## config.mk

```make
export PLATFORM = sky130hd
export DESIGN_NAME = dma_word_sequencer
export DESIGN_NICKNAME = d
export VERILOG_FILES = /design/src/rtl/dma_seq_pkg.sv /design/src/rtl/dma_cnt_addr.sv /design/src/rtl/dma_ack_timer.sv /design/src/rtl/dma_word_sequencer.sv
export SDC_FILE = /design/constraint.sdc
export NUM_CORES = 1
export LEC_CHECK = 0
export BUFFER_PORTS_ARGS = -buffer_cell sky130_fd_sc_hd__buf_2
export CORE_MARGIN = 3
export CORE_UTILIZATION = 48
export DETAILED_ROUTE_END_ITERATION = 10
export GPL_ROUTABILITY_DRIVEN = 0
export PLACE_DENSITY = 0.79
export SYNTH_ARGS = -nofsm -noshare
export SYNTH_HDL_FRONTEND = slang
export SYNTH_SLANG_ARGS = --single-unit
```

## constraint.sdc

```tcl
create_clock -name clk -period 4.15 [get_ports clk]
set_clock_uncertainty 0.05 [all_clocks]
set_input_delay 0.83 -clock clk [delete_from_list [all_inputs] [get_ports clk]]
set_output_delay 0.83 -clock clk [all_outputs]
set_load 0.01 [all_outputs]
```

## src/rtl/dma_seq_pkg.sv

```systemverilog
package dma_seq_pkg;
    typedef enum logic [2:0] {
        ST_IDLE,
        ST_WAIT,
        ST_ARB,
        ST_XFER,
        ST_STEP
    } seq_state_t;
endpackage

```

## src/rtl/dma_cnt_addr.sv

```systemverilog
module dma_cnt_addr #(
    parameter int CNT_W    = 16,
    parameter int ADDR_W   = 22,
    parameter int NARROW_W = 18
) (
    input  logic              clk,
    input  logic              rst_n,
    input  logic              wide,
    input  logic              load_cnt,
    input  logic [CNT_W-1:0]  cnt_val,
    input  logic              load_adr,
    input  logic [ADDR_W-1:0] adr_val,
    input  logic              step,
    input  logic              cnt_en,
    input  logic              adr_en,
    output logic [CNT_W-1:0]  cnt,
    output logic [ADDR_W-1:0] addr,
    output logic              cnt_last
);
    localparam logic [ADDR_W-1:0] NARROW_MASK =
        {{(ADDR_W-NARROW_W){1'b0}}, {NARROW_W{1'b1}}};
    localparam logic [ADDR_W-1:0] WORD_STEP = ADDR_W'(2);

    logic [ADDR_W-1:0] mask;
    assign mask     = wide ? {ADDR_W{1'b1}} : NARROW_MASK;
    assign cnt_last = &cnt;

    always_ff @(posedge clk or negedge rst_n) begin
        if (!rst_n) begin
            cnt  <= '0;
            addr <= '0;
        end else begin
            if (load_cnt)
                cnt <= cnt_val;
            else if (step && cnt_en)
                cnt <= cnt + CNT_W'(1);
            if (load_adr)
                addr <= adr_val & mask;
            else if (step && adr_en)
                addr <= (addr + WORD_STEP) & mask;
        end
    end
endmodule

```

## src/rtl/dma_ack_timer.sv

```systemverilog
module dma_ack_timer #(
    parameter int TMO = 8
) (
    input  logic clk,
    input  logic rst_n,
    input  logic run,
    output logic expire
);
    localparam int TW = $clog2(TMO + 1);
    localparam logic [TW-1:0] LIMIT = TW'(TMO - 1);

    logic [TW-1:0] ticks;
    assign expire = run && (ticks == LIMIT);

    always_ff @(posedge clk or negedge rst_n) begin
        if (!rst_n)
            ticks <= '0;
        else if (!run)
            ticks <= '0;
        else if (ticks != LIMIT)
            ticks <= ticks + TW'(1);
    end
endmodule

```

## src/rtl/dma_word_sequencer.sv

```systemverilog
module dma_word_sequencer
    import dma_seq_pkg::*;
#(
    parameter int CNT_W    = 16,
    parameter int DATA_W   = 16,
    parameter int ADDR_W   = 22,
    parameter int NARROW_W = 18,
    parameter int ACK_TMO  = 8,
    parameter int GROUP_W  = 2
) (
    input  logic              clk,
    input  logic              rst_n,
    input  logic              cfg_wide,
    input  logic              cfg_hold_bus,
    input  logic              sw_load_count,
    input  logic [CNT_W-1:0]  sw_count_val,
    input  logic              sw_load_addr,
    input  logic [ADDR_W-1:0] sw_addr_val,
    input  logic              sw_start,
    input  logic              sw_irq_en,
    input  logic              per_req,
    input  logic              per_cnt_en,
    input  logic              per_adr_en,
    input  logic              per_to_mem,
    input  logic              per_single,
    input  logic [DATA_W-1:0] per_data_in,
    output logic [DATA_W-1:0] per_data_out,
    output logic              per_idle,
    output logic              ready,
    output logic              irq,
    output logic              nxm,
    output logic [CNT_W-1:0]  word_count,
    output logic              bus_req,
    input  logic              bus_grant,
    output logic              mem_cyc,
    output logic              mem_write,
    output logic [ADDR_W-1:0] mem_addr,
    output logic [DATA_W-1:0] mem_wdata,
    input  logic [DATA_W-1:0] mem_rdata,
    input  logic              mem_ack
);
    localparam logic [GROUP_W-1:0] GROUP_END = {GROUP_W{1'b1}};

    seq_state_t        state, nxt;
    logic              cap_cnt_en, cap_adr_en, cap_wr, cap_single;
    logic [GROUP_W-1:0] grp;
    logic [DATA_W-1:0] in_buf, out_buf;
    logic              irq_q, nxm_q;
    logic              cnt_last, expire;
    logic              is_idle, is_step, last, burst, keep;

    assign is_idle = (state == ST_IDLE);
    assign is_step = (state == ST_STEP);
    assign last    = cap_cnt_en && cnt_last;
    assign burst   = !cap_single;
    assign keep    = cfg_hold_bus || (grp != GROUP_END);

    dma_cnt_addr #(
        .CNT_W(CNT_W), .ADDR_W(ADDR_W), .NARROW_W(NARROW_W)
    ) u_cnt_addr (
        .clk      (clk),
        .rst_n    (rst_n),
        .wide     (cfg_wide),
        .load_cnt (sw_load_count && is_idle),
        .cnt_val  (sw_count_val),
        .load_adr (sw_load_addr && is_idle),
        .adr_val  (sw_addr_val),
        .step     (is_step),
        .cnt_en   (cap_cnt_en),
        .adr_en   (cap_adr_en),
        .cnt      (word_count),
        .addr     (mem_addr),
        .cnt_last (cnt_last)
    );

    dma_ack_timer #(.TMO(ACK_TMO)) u_timer (
        .clk    (clk),
        .rst_n  (rst_n),
        .run    (state == ST_XFER),
        .expire (expire)
    );

    always_comb begin
        nxt = state;
        unique case (state)
            ST_IDLE: if (sw_start) nxt = ST_WAIT;
            ST_WAIT: if (per_req) nxt = ST_ARB;
            ST_ARB:  if (bus_grant) nxt = ST_XFER;
            ST_XFER: begin
                if (mem_ack)     nxt = ST_STEP;
                else if (expire) nxt = ST_IDLE;
            end
            ST_STEP: begin
                if (last)        nxt = ST_IDLE;
                else if (!burst) nxt = ST_WAIT;
                else if (keep)   nxt = ST_XFER;
                else             nxt = ST_ARB;
            end
            default: nxt = ST_IDLE;
        endcase
    end

    always_ff @(posedge clk or negedge rst_n) begin
        if (!rst_n) state <= ST_IDLE;
        else        state <= nxt;
    end

    always_ff @(posedge clk or negedge rst_n) begin
        if (!rst_n) begin
            cap_cnt_en <= 1'b0;
            cap_adr_en <= 1'b0;
            cap_wr     <= 1'b0;
            cap_single <= 1'b1;
            grp        <= '0;
            in_buf     <= '0;
            out_buf    <= '0;
            irq_q      <= 1'b0;
            nxm_q      <= 1'b0;
        end else begin
            if (state == ST_WAIT && per_req) begin
                cap_cnt_en <= per_cnt_en;
                cap_adr_en <= per_adr_en;
                cap_wr     <= per_to_mem;
                cap_single <= per_single;
                in_buf     <= per_data_in;
                grp        <= '0;
            end
            if (is_step) begin
                grp <= grp + GROUP_W'(1);
                if (!last && burst) in_buf <= per_data_in;
            end
            if (state == ST_XFER && mem_ack && !cap_wr)
                out_buf <= mem_rdata;
            if (is_idle && sw_start) begin
                irq_q <= 1'b0;
                nxm_q <= 1'b0;
            end else begin
                if (is_step && last && sw_irq_en) irq_q <= 1'b1;
                if (state == ST_XFER && !mem_ack && expire) nxm_q <= 1'b1;
            end
        end
    end

    always_comb begin
        ready        = is_idle;
        per_idle     = is_idle || (state == ST_WAIT);
        mem_cyc      = (state == ST_XFER);
        mem_write    = (state == ST_XFER) && cap_wr;
        bus_req      = (state == ST_ARB) || (state == ST_XFER) ||
                       (is_step && !last && burst && keep);
        mem_wdata    = in_buf;
        per_data_out = out_buf;
        irq          = irq_q;
        nxm          = nxm_q;
    end
endmodule

```

After elaboration in Yosys (flattened, before gate mapping)

Index checks and enable logic that the tools add are counted.

RAM bits: 0
Register bits after elaboration: 85
Latch bits: 0
Bits in read-only memories: 0
Memories kept: 0
Logic and storage cells: 91

Shift operators: 0
Bitwise logic cells: 2
Divide/modulo/power cells: 0
Reductions and logical operators: 35
$add $sub $neg: 4
Magnitude comparators: 0
Multiply operators: 0
Equality and inequality tests: 12
Multiplexer cells: 25

Operators with widths:

| cell                  | count |
|---|---|
| $mux 16               | 5 |
| $mux 22               | 3 |
| $and 22x22->22        | 2 |
| $add 22x2->22 const B | 1 |
| $logic_and 1x1->1     | 19 |
| $add 16x1->16 const B | 1 |
| $reduce_and 16->1     | 1 |
| $mux 3                | 5 |
| $pmux 3 s5            | 1 |
| $ne 2x2->1 const B    | 5 |
| $reduce_bool 2->1     | 5 |
| $mux 2                | 4 |
| $mux 4                | 2 |
| $eq 3x2->1 const B    | 2 |
| $mux 1                | 5 |
| $add 4x1->4 const B   | 1 |
| $eq 4x3->1 const B    | 1 |
| $logic_not 1->1       | 4 |
| $logic_or 1x1->1      | 4 |
| $ne 4x3->1 const B    | 1 |
| $reduce_and 4->1      | 1 |
| $eq 3x1->1 const B    | 1 |
| $eq 3x3->1 const B    | 1 |
| $logic_not 3->1       | 1 |
| 2 further kinds       | 2 |

Depth between registers and ports, before layout

Gate-level depths: netlist (run 1).

Word-level depth: 7
Gate-level depth with buffers: 8
Gate-level depth less buffers: 6

Cells and area by module

Synthesis (run 1) repeated with hierarchy kept, for this count alone.

Cell total of the unflattened synthesis: 385
Area, all modules: 4182.8 um^2

Modules (own cells, without submodules):

| module             | times used | area each (um^2) | sequential area each (um^2) | cells an instance |
|---|---|---|---|---|
| dma_cnt_addr       | 1          | 2152.1           | 950.9                       | 243 |
| dma_word_sequencer | 1          | 1824.2           | 1077.3                      | 123 |
| dma_ack_timer      | 1          | 206.4            | 100.1                       | 19 |

Worst setup path after synthesis (run 1)

No wires, ideal clock.

Kind: flip-flop to output port
Start: reg u_cnt_addr.cnt[0]
End: out bus_req
Arrival time: 1486 ps
Required time: 3270 ps
Setup slack: 1784 ps
Stages on the path, launching flop included: 6
Cell sequence: dfrtp_1 -> ha_1 -> nand4_1 -> or4_4 -> nand2_1 -> o21bai_1

Longest elaborated chain between the ends: 7

Ends and longest elaborated chain:

| item                            | line                      | source |
|---|---|---|
| from (decl)                     | dma_cnt_addr.sv:16        | `output logic [CNT_W-1:0] cnt,` |
| from (signal assigned)          | dma_cnt_addr.sv:34        | `cnt <= cnt_val;` |
| from (signal assigned)          | dma_cnt_addr.sv:36        | `cnt <= cnt + CNT_W'(1);` |
| $reduce_and 16->1               | dma_cnt_addr.sv:26        | `assign cnt_last = &cnt;` |
| $logic_and 1x1->1               | dma_word_sequencer.sv:54  | `assign last = cap_cnt_en && cnt_last;` |
| $logic_not 1->1                 | dma_word_sequencer.sv:150 | `(is_step && !last && burst && keep);` |
| $logic_and 1x1->1 (3 in series) | dma_word_sequencer.sv:150 |  |
| $logic_or 1x1->1                | dma_word_sequencer.sv:149 | `bus_req = (state == ST_ARB) \|\| (state == ST_XFER) \|\|` |
| to (decl)                       | dma_word_sequencer.sv:33  | `output logic bus_req,` |

Every way passes these cells.

Final worst setup path (run 1)

Ends and elaborated chain as after synthesis.

==> results of run 1 <==
==> routing by layer <==
metal / GRT usage (%) / up-vias / share of wire, %
met4: 3.78 / 0 / 0.52
met1: 29.8 / 1696 / 43
li1: - / 1691 / -
met2: 34.8 / 144 / 49
met5: 0 / - / 0
met3: 7.36 / 6 / 7.8
==> kinds of logic after synthesis <==
family,share of synthesized area [%]
multiplexers,11.0
AND/OR/NAND/NOR,17.9
XOR/XNOR,6.60
buffers and inverters,3.22
AO/OA/AOI/OAI,8.36
flip-flops,51.7
adder cells (fa/ha/maj),1.22
==> critical path, cell delays in order, from the launching register on <==
cell,delay (ns)
sky130_fd_sc_hd__dfrtp_1,0.43
sky130_fd_sc_hd__ha_1,0.25
sky130_fd_sc_hd__nand4_1,0.11
sky130_fd_sc_hd__or4_4,0.58
sky130_fd_sc_hd__nand2_1,0.11
sky130_fd_sc_hd__o21bai_1,0.08
sky130_fd_sc_hd__buf_2,0.14
==> worst paths after layout <==
path	startpoint	cells past startpoint	slack, ns	endpoint
max	u_cnt_addr.cnt[0]$_DFFE_PN0P_	6	1.21	bus_req
min	grp[0]$_DFFE_PN0P_	1	0.45	grp[0]$_DFFE_PN0P_
max reg2reg	state[2]$_DFFE_PN0P_	4	1.58	per_data_out[8]$_DFFE_PN0P_
min reg2reg	grp[0]$_DFFE_PN0P_	1	0.45	grp[0]$_DFFE_PN0P_
max in group asynchronous	rst_n	2	2.75	cap_cnt_en$_DFFE_PN0P_
min in group asynchronous	rst_n	1	0.55	u_cnt_addr.addr[15]$_DFFE_PN0P_
==> layout by cell type, fill, tap and decap left out, drive strengths merged, types with 7 or more instances in the layout <==
cell type	instances
nor3	14
and3	7
clkbuf	10
buf	164
xor2	15
inv	8
nand4	16
nor2	31
mux2	36
nand2	46
a21oi	17
o21ai	23
nand3	19
dfrtp	84
xnor2	16
==> registers in the layout, summed over array words and instances, names as in the netlist <==
signal / flops
cap_adr_en: 1
cap_cnt_en: 1
cap_single: 1
cap_wr: 1
grp: 2
irq: 1
mem_wdata: 16
nxm: 1
per_data_out: 16
state: 3
u_cnt_addr.addr: 22
u_cnt_addr.cnt: 16
u_timer.ticks: 4
==> cell type report <==
cell class	count	area, um^2
tap	105	131
sequential	85	2130
multi-input combinational	280	1850
fill	698	3090
clock buffer	10	138
inverter	6	22.5
clock inverter	6	68.8
timing repair buffer	164	831
==> through the flow <==
| stage | hold slack [ns] | total power, mW | std cells | cell area, um^2 |
|---|---|---|---|---|
| 2_1_floorplan | 0.413 | 2.52 | 388 | 4110 |
| 3_3_place_gp | 0.409 | 3.04 | 640 | 4970 |
| 3_5_place_dp | 0.434 | 3.12 | 640 | 4970 |
| 4_1_cts | 0.454 | 3.74 | 656 | 5170 |
| 5_1_grt | 0.469 | 3.98 | 656 | 5170 |
| 6_report | 0.451 | 3.71 | 656 | 5170 |
==> power breakdown <==
part | total, mW | leakage [nW] | switching [mW] | internal (mW)
clock network | 0.612 | 0.103 | 0.313 | 0.299
logic | 1.50 | 1.28 | 0.755 | 0.744
registers | 1.60 | 1.02 | 0.388 | 1.21
total | 3.71 | 2.40 | 1.46 | 2.25
==> results, run 1 <==
- The initial antenna violation count was 0.
- The remaining antenna violation count is 0.
- The final count of pins violating max slew is 0.
- The die extent in y is around 99 um.
- The slew at the pin with the worst max-slew slack is 1.15 ns.
- Counting flops with a built-in enable in the synthesized netlist gives 0.
- By area the synthesized netlist is led by sky130_fd_sc_hd__dfrtp_1 51%, sky130_fd_sc_hd__mux2_2 7.1%, sky130_fd_sc_hd__nand2_1 4.2%, sky130_fd_sc_hd__mux2_4 3.6%, sky130_fd_sc_hd__xnor2_1 3.4%.
- The worst hold path class is reg -> reg.
- After global routing the overflow that remains totals 0.
- After detailed routing, the number of vias per cell comes to 5.39.
- In this run, synthesis produced a sequential element count of 85.
- In this run the worst path has a maximum fanout of 5.
- The H-tree level count is 3.
- The analysis attributes to cell leakage a power of around 2.4 nW.
- The area growth from synthesis to layout is 25.7%.
- Ranked by instance count, the synthesized netlist is headed by 84 x sky130_fd_sc_hd__dfrtp_1, 46 x sky130_fd_sc_hd__nand2_1, 31 x sky130_fd_sc_hd__nor2_1, 26 x sky130_fd_sc_hd__mux2_2, 23 x sky130_fd_sc_hd__o21ai_0.
- The most instantiated library cell after synthesis is sky130_fd_sc_hd__dfrtp_1.
- Setup repair after global routing left no endpoint under its margin.
- The clock period minus final worst setup slack is 2.94 ns.
- The floorplan step set the die width to between 90 and 100 um.
- The number of antenna diodes in the final layout is 0.
- The hold-fix buffer count after cts is 0.
- The netlist area before placement is between 4000 and 5000 um^2.
- At the worst endpoint, the arrival time is 2.06 ns.
- For this run, the register share of the synthesized area comes to 51.7%.
- The final number of hold-violating endpoints was 0.
- The number of I/O pins is 162.
- In this run, distinct cell masters in the synthesized netlist total 46.
- The data required time of the critical path is between 3 and 4 ns.
- The TritonCTS sink count is 85.
- The root buffer cell is sky130_fd_sc_hd__clkbuf_8.
- During synthesis, Yosys emitted a total of 0 warnings.
- The total wire length after detailed routing is 10.3 mm.
- The max-capacitance violation count is 0.
- At the later pin of the worst-skew pair, clock insertion delay measures 0.35 ns.
- For this run, design rule violations remaining after detail routing come to 0.
- The area of the die is 9720 um^2.
- Clock-pin slew was measured on the worst setup and hold paths at ~0.090 ns.
- The highest attainable clock frequency is between 300 and 400 MHz.
- TritonCTS built the clock tree.
- After clock tree synthesis, the repair step resized 0 gates.
- The count of buffers from port buffering is between 150 and 200.
- Setup total negative slack on the finished layout was measured at 0 ns.
- The number of search-and-repair iterations in the first detailed-routing pass is 4.
- When the netlist entered floorplanning its net count stood at about 480.
- The number of buffers added by the clock tree synthesis step is 9.
- The wire length per cell after detailed routing is 15.7 um.
- The run finished with clean final reports.
- The number of buffers on the longest clock path is 2.
- Global routing consumed, over all layers together, a little over a fifth of the routing resources.
- The final setup slack of the worst path is 1.21 ns.
- The worst supply voltage drop on vdd is about 0.00037 V.
- The cell type with the highest aggregate area in the netlist is sky130_fd_sc_hd__dfrtp_1.
- The placed wire-length estimate after detailed placement is 7.64 mm.
- The normalized max-slew margin is 22.7%.
- The number of global-route vias before repair came to approximately 3500.
- The first-pass GRT wire length is 17.4 mm.
- Counting every instance in the synthesized netlist gives ~390.
- The number of nets in the layout is 635.
- The total via count after detailed routing is 3537.
- The most used flip-flop cell after synthesis is sky130_fd_sc_hd__dfrtp_1.
- The area of the core is 8260 um^2.
- The floorplan has 33 rows.
- For this run, the share of the core covered by cells in the final layout is between 60% and 70%.
- Entering global routing, the biggest net connects 74 pins.
- The post-route netlist has 40.5% of its cells at a drive strength greater than 1.
- STA classifies the critical path endpoint as an output pin.
- The kind of critical path is reg -> out.
- For this configuration, the core starts out at a cell density of around half.
- In this run the post-CTS setup repair buffer count came out at 0.
- Setup violations remaining at the end of the flow were counted as 0.
- The top-area cell type share of the netlist area is 51.1%.
- STA classifies the critical path startpoint as a flop.
- The power density over cell area is 717 nW/um^2.
- The mean cell area of the mapped netlist is 10.6 um^2.
- The post-place setup slack is approximately 1.3 ns.
- The violation count after the first detailed-routing iteration is ~140.
- Of all flip-flops after synthesis, the portion carrying an async set or reset was between 90% and 100%.
- The part of the cycle the worst path needs is ~71%.
No activity file was read; power rests on OpenSTA's default activity.
==> inputs of run 2 (changes only) <==
Settings changed: ABC_AREA set to 1, CORE_UTILIZATION 48 to 46, PLACE_DENSITY 0.79 to 0.77.
Clock period 4.15 ns to 2.6 ns, I/O delays scaled along.
==> run 2 against run 1 <==
Effect of this change:
- power grew 76%
- sequential power grew 56%
- die area grew 22%
- clock power grew 75%
- area after synthesis grew 18%
- non-clock buffer count is the same
- sequential share of layout area shrank 5.5 points
- via count grew 33%
- largest power group is now combinational logic
==> results, run 2 <==
- The count of placed standard cells including taps is 909.
- At the worst endpoint, the required time is 2.03 ns.
- The kind of critical path is reg -> out.
- The wire length per cell after detailed routing is 13.9 um.
- The total power is around 6.5 mW.
- The Yosys step of the flow raised 0 warnings.
- The number of search-and-repair iterations in the first detailed-routing pass is 4.
- In this run the clock root is driven by a sky130_fd_sc_hd__clkbuf_8.
- The initial core utilization is 48.6%.
- At the pin with the least slew margin, the transition time is roughly 0.56 ns.
- For this block, the initial DRC count from the detailed router was 225.
- At the worst endpoint, the arrival time is approximately 1.8 ns.
- The commonest cells after synthesis are 191 x sky130_fd_sc_hd__nand2_1, 84 x sky130_fd_sc_hd__dfrtp_1, 84 x sky130_fd_sc_hd__nor2_1, 60 x sky130_fd_sc_hd__inv_1, 51 x sky130_fd_sc_hd__nand3_1.
- The total via count after detailed routing is 4712.
- In this design, the stage delay of the slowest critical-path cell is ~0.42 ns.
- Summing the sequential cell areas from Yosys gives 43.8% of the chip area.
- The worst supply voltage drop on vdd is 0.000584 V.
- The standard cell with the maximum stage delay on the critical path is sky130_fd_sc_hd__dfrtp_1.
- The H-tree was split into 3 levels.
- The count of non-filler cells in the finished layout is 925.
- Ranked by flip-flop count, first place goes to u_cnt_addr.addr.
- In this run the tightest slew margin relative to its limit is 62.9%.
- The global-route congestion overflow total is 0.
- The most common cell in the synthesized netlist is sky130_fd_sc_hd__nand2_1.
- Dividing the detail-routed via count by the number of cells gives slightly above 5.
- The gate family responsible for the most delay along the worst path is simple AND/OR/NAND/NOR gates.
- After layout, the minimum clock period comes to 2.37 ns.
- The cell count after synthesis came out at 627.
- Fill cells in the final layout number 960.
- The mapped netlist covers 4860 um^2.
- The number of I/O pins is about 160.
- The die covers 11800 um^2.
- For this design the ratio of total power to cell area is roughly 1100 nW/um^2.
- The post-CTS clock slew at the launch and capture registers of the worst setup and hold paths is 0.09 ns.
- The number of buffers added by the clock tree synthesis step is 9.
- The placed wire-length estimate after detailed placement is 9.53 mm.
- Leaving out fill and tap cells, the most frequent cell in the layout is sky130_fd_sc_hd__nand2_1.
- The most used flip-flop cell after synthesis is sky130_fd_sc_hd__dfrtp_1.
- In the final timing run, aggregate negative setup slack is 0 ns.
- The static leakage is about 3.2 nW.
- The number of buffer and inverter instances along the worst setup path is 2.
- The floorplan step set the die width to 109 um.
- The initial antenna violation count is 1.
- The net count of the finished layout is slightly below 900.
- The worst setup path is launched from a flop.
- After clock tree synthesis, the flow added hold-fix buffers numbering 0.
- The tool flagged a number of max-cap violations equal to 0.
- The count of state elements after synthesis is 85.
- The number of global-route vias before repair is 4526.
- The post-cts resize count is 0.
- The latest clock arrival within the worst-skew pair is 0.35 ns.
- Summing all non-filler instances in the final layout gives an area of roughly 6000 um^2.
- The async set-or-reset flop fraction in the synthesized netlist is 100%.
- The post-synthesis cell type count is 43.
- The min-delay analysis places its worst path in the category in -> async.
- The final number of hold-violating endpoints was 0.
- The number of nets handed over by synthesis was 716.
- The DRC violation count after routing is 0.
- The flow ran to the end, and the final reports show no timing, DRC or antenna violations.
- The part of the cycle the worst path needs is 91.1%.
- The register with the most flip-flops in the layout has 22 of them.
- The share of layout cells above drive strength 1 is 28.7%.
- The setup violation total in the final timing report is 0.
- The count of buffers from port buffering is 161.
- The top-area cell type share of the netlist area is a little over two fifths.
- The cell type with the highest aggregate area in the netlist is sky130_fd_sc_hd__dfrtp_1.
- Setup repair after global routing left no endpoint under its margin.
- Each instance of the synthesized netlist takes up on average 7.75 um^2.
- The final count of pins violating max slew is 0.
- TritonCTS built the clock tree.
- The floorplan step defined a core boundary enclosing 10000 um^2.
- The longest clock path from root to sink contains 2 buffers.
- The share of the core filled with cells is 59.7%.
- The count of flip-flops with a built-in enable after synthesis is 0.
- The die is 109 um tall.
- The standard cell area after detailed placement is 5750 um^2.
- The signal on the critical path passes through ha_1 > inv_1 > nor2_2 > nand4_1 > nand2_2 > o21ai_0 > buf_2.
- The area growth from synthesis to layout is 22.9%.
- The endpoint type of the worst setup path is an output pin.
- In the layout the commonest cells are 191 x sky130_fd_sc_hd__nand2_1, 160 x sky130_fd_sc_hd__buf_2, 84 x sky130_fd_sc_hd__nor2_1, 84 x sky130_fd_sc_hd__dfrtp_1, 60 x sky130_fd_sc_hd__inv_1.
- The TritonCTS sink count is 85.
- The final layout contains routed wiring with a total length of roughly 13 mm.
- The number of antenna diodes in the final layout is 0.
- For this run, the top clock speed supported by timing is about 420 MHz.
- The global routing usage summed across all routing layers is 22.0%.
- The largest net degree at the start of global routing is 42.
- The count of standard-cell rows is 36.
- Along the worst path, the maximum fanout reaches 4.
- The first-pass GRT wire length is 20.9 mm.
- The number of setup buffers added after CTS is 0.
- Ranked by total cell area, the synthesized netlist is headed by sky130_fd_sc_hd__dfrtp_1 43%, sky130_fd_sc_hd__nand2_1 15%, sky130_fd_sc_hd__nor2_1 6.5%, sky130_fd_sc_hd__nand3_1 5.3%, sky130_fd_sc_hd__inv_1 4.6%.
- The count of nets left with antenna violations once routing finished came out at 0.
[run 2: cell types whose count changed after synthesis, sizes merged, moves of 9 or more]
cell   previous run  this run
nor2             31        92
nand2            46       201
nand4            16         7
nand3            19        56
xnor2            16         2
inv               6        63
mux2             36        16
[run 2: path summary, 6_finish.rpt]
path / end / slack, ns / start / cells after the start
max in group asynchronous: cap_single$_DFFE_PN1P_ / 1.76 / rst_n / 2
setup / recovery: bus_req / 0.23 / u_cnt_addr.cnt[0]$_DFFE_PN0P_ / 7
setup reg to reg: u_cnt_addr.addr[4]$_DFFE_PN0P_ / 0.59 / state[1]$_DFFE_PN0P_ / 7
hold reg to reg: cap_single$_DFFE_PN1P_ / 0.44 / cap_single$_DFFE_PN1P_ / 2
hold / removal: per_data_out[0]$_DFFE_PN0P_ / 0.10 / rst_n / 1
min in group clk: mem_wdata[6]$_DFF_PN0_ / 0.30 / per_data_in[6] / 3
[run 2: stage by stage]
stage	worst slack [ns]	hold slack, ns
4_1_cts	0.228	0.0998
5_1_grt	0.104	0.120
6_report	0.232	0.100
2_1_floorplan	0.725	0.174
3_5_place_dp	0.588	0.422
3_3_place_gp	0.708	0.404
[run 2: final cells by class]
cell class | count | area [um^2] | share of cell area [%]
inverters | 63 | 239 | 4.00
repair buffers | 164 | 843 | 14.1
well taps | 133 | 166 | 2.79
clock inverters | 4 | 73.8 | 1.24
flip-flops and latches | 85 | 2130 | 35.7
clock buffers | 12 | 145 | 2.43
multi-input cells | 464 | 2370 | 39.8
[run 2: logic make-up after synthesis]
group / after synthesis / synth area share, %
multiplexers: 16 / 4.48
AND/OR/NAND/NOR: 372 / 34.2
adder cells (fa/ha/maj): 4 / 1.03
XOR/XNOR: 10 / 1.80
flip-flops: 85 / 43.8
buffers and inverters: 78 / 7.32
AO/OA/AOI/OAI: 62 / 7.39
[run 2: power by group]
| part | internal, mW | leakage, nW | switching, mW | total (mW) |
|---|---|---|---|---|
| clock | 0.570 | 0.111 | 0.500 | 1.07 |
| sequential | 1.90 | 1.03 | 0.592 | 2.50 |
| combinational | 1.20 | 2.06 | 1.75 | 2.96 |
| total | 3.68 | 3.20 | 2.84 | 6.52 |
[run 2: metal layers]
| metal | part of all wire (%) | wire, um | GRT usage (%) |
|---|---|---|---|
| met1 | 43 | 5580 | 29.1 |
| met2 | 48 | 6180 | 35.9 |
| met3 | 7.3 | 934 | 5.92 |
| met4 | 0.97 | 125 | 5.68 |
| met5 | 0.10 | 13 | 0 |
==> inputs of run 3 (changes only) <==
Settings changed: HOLD_SLACK_MARGIN set to 0.1, PLACE_DENSITY 0.77 to 0.78.
==> run 3 against run 2 <==
Effect of this change:
- setup slack lost 0.038 ns
- sequential share of layout area grew 0.17 points
- highest routed layer is now met4
- largest cell class unchanged
- first-iteration DRC count grew 42%
- clock power shrank 14%
==> results, run 3 (synthesis gave the netlist of run 2 again) <==
- The clock reaches the later pin of the worst-skew pair after 0.36 ns.
- The share of layout cells above drive strength 1 is 28.7%.
- The TritonCTS sink count is 85.
- Setup repair after global routing left no endpoint under its margin.
- The kind of critical path is reg -> out.
- The max-capacitance violation count is 0.
- Summed over all layers, the routed wires come to 13.0 mm.
- The count of filler cells inserted in the layout is around 960.
- The setup TNS is 0 ns.
- The clock tree from TritonCTS is built.
- The worst-case IR drop observed on VDD is 0.000563 V.
- Once detail routing completed, the nets flagged for antenna violations numbered 0.
- For this run, the top clock speed supported by timing is 416 MHz.
- The final count of pins violating max slew is 0.
- The flow ran to the end, and the final reports show no timing, DRC or antenna violations.
- The endpoint type of the worst setup path is an output pin.
- The analysis attributes to cell leakage a power of between 3 and 4 nW.
- STA classifies the critical path startpoint as a flop.
- The final layout contains just under 900 nets.
- The DRC violation count after routing is 0.
- The number of antenna diodes in the final layout is 0.
- Excluding fillers, the count of instances in the completed layout stands at slightly above 900.
- The H-tree level count is 3.
- In the routed layout, each cell is associated on average with a via count of 5.16.
- The number of buffers on the longest clock path is 2.
- The initial antenna violation count is 0.
- The floorplan has 36 rows.
- The number of global-route vias before repair came to 4537.
- Measured along the y axis, the die boundary spans 109 um.
- Buffers placed on the I/O ports in this run total roughly 160.
- The number of buffers added by the clock tree synthesis step is 9.
- Power spread over the standard cell area amounts to 1070 nW/um^2.
- The register with the most flip-flops in the final layout is u_cnt_addr.addr.
- Once routing completed, OpenROAD measured the worst setup slack at 0.194 ns.
- The area growth from synthesis to layout is 22.3%.
- The largest net degree at the start of global routing is 48.
- The slew at the pin with the worst max-slew slack is between 0.5 and 0.6 ns.
- STA puts the critical path data arrival time at 1.84 ns.
- The design draws 6.38 mW.
- After the first detailed-routing iteration, the DRC count stood at 319.
- The number of gates resized after CTS was 0.
- The placed wire-length estimate after detailed placement is roughly 9.7 mm.
- The data required time of the critical path is just over 2 ns.
- For this run, the total global-route usage over all layers was measured as between 20% and 30%.
- The initial core utilization is 48.6%.
- The setup violation total in the final timing report is 0.
- The worst hold path class is in -> reg.
- The final route contains 4772 vias.
- The area of the core is about 10000 um^2.
- The final number of hold-violating endpoints is 0.
- The origin of the worst setup path is u_cnt_addr.cnt[1]$_DFFE_PN0P_.
- The startpoint identified for the worst register-to-register timing path is u_cnt_addr.cnt[1]$_DFFE_PN0P_.
- The global-route congestion overflow total is 0.
- The die covers 11800 um^2.
- The worst pin sits at a relative slew slack of 63.1%.
- The part of the cycle the worst path needs is 92.5%.
- The top fanout value on the critical path is 4.
- The number of I/O pins is 162.
- The post-CTS clock slew at the launch and capture registers of the worst setup and hold paths is ~0.09 ns.
- The root buffer cell is sky130_fd_sc_hd__clkbuf_8.
- The top cell types in the final layout, fill and taps aside, are 191 x sky130_fd_sc_hd__nand2_1, 160 x sky130_fd_sc_hd__buf_2, 84 x sky130_fd_sc_hd__nor2_1, 84 x sky130_fd_sc_hd__dfrtp_1, 60 x sky130_fd_sc_hd__inv_1.
- The number of search-and-repair iterations in the first detailed-routing pass is 5.
- The clock period minus final worst setup slack is 2.41 ns.
- The post-place setup slack is 0.620 ns.
- The wire length per cell after detailed routing is 14.0 um.
- The first-pass GRT wire length is 21.0 mm.
- The worst hold path begins at per_data_in[10].
- The library cell used most frequently in the layout, excluding fill and tap cells, is sky130_fd_sc_hd__nand2_1.
- The register with the most flip-flops in the layout has 22 of them.
- The die boundary width is between 100 and 150 um.
- After detailed placement, the design holds a cell count of 908.
## run 3: cell count changes in the layout (fill, tap and decap cells not counted), sizes merged
cell	before	now
clkinv	2	1
buf	164	163
bufinv	2	0
dlygate4sd3	0	1
clkinvlp	0	2
clkbuf	12	13
## run 3: cell type report
type | instances | area, um^2 | area share, %
inverters | 63 | 239 | 4.02
repair buffers | 164 | 846 | 14.2
flip-flops and latches | 85 | 2130 | 35.8
well taps | 133 | 166 | 2.80
clock inverters | 3 | 20.0 | 0.337
multi-input cells | 464 | 2370 | 39.9
clock buffers | 13 | 169 | 2.84
## run 3: through the flow
| step | utilization (%) | instance area, um^2 | hold WS, ns |
|---|---|---|---|
| CTS | 59.4 | 5940 | 0.292 |
| floorplan | - | 4860 | 0.174 |
| finish | 59.4 | 5940 | 0.304 |
| global route | 59.4 | 5940 | 0.289 |
| global placement | 57.4 | 5740 | 0.404 |
| detailed placement | 57.4 | 5740 | 0.417 |
## run 3: report_power, final
part | switching (mW) | internal [mW]
Combinational | 1.76 | 1.20
Clock | 0.494 | 0.426
Sequential | 0.592 | 1.90
## run 3: final timing paths
| path | end | slack (ns) | cells after the start |
|---|---|---|---|
| setup / recovery | bus_req | 0.19 | 7 |
| hold / removal | mem_wdata[10]$_DFF_PN0_ | 0.30 | 3 |
| setup reg to reg | mem_wdata[0]$_DFF_PN0_ | 0.58 | 9 |
| hold reg to reg | u_cnt_addr.addr[0]$_DFFE_PN0P_ | 0.44 | 2 |
| max in group asynchronous | cap_single$_DFFE_PN1P_ | 1.17 | 3 |
| min in group asynchronous | u_cnt_addr.addr[17]$_DFFE_PN0P_ | 0.63 | 2 |
## run 3: repair_timing
action	CTS	global route
hold endpoints to repair	3	0
hold buffers	1	0
setup buffers	0	0
## run 3: layer usage
layer	vias to the layer above	global-route usage [%]	share of wire (%)
met3	27	5.68	7.7
li1	2326	-	-
met1	2225	30.1	43
met4	0	7.66	1.9
met5	-	0	0
met2	194	34.0	47
## run 3: worst max-delay path: stages, from the launching register on
cell                      delay [ns]
sky130_fd_sc_hd__dfrtp_1        0.42
sky130_fd_sc_hd__ha_1           0.25
sky130_fd_sc_hd__inv_1          0.07
sky130_fd_sc_hd__nor2_2         0.21
sky130_fd_sc_hd__nand4_1        0.19
sky130_fd_sc_hd__nand2_2        0.10
sky130_fd_sc_hd__o21ai_0        0.09
sky130_fd_sc_hd__buf_2          0.16
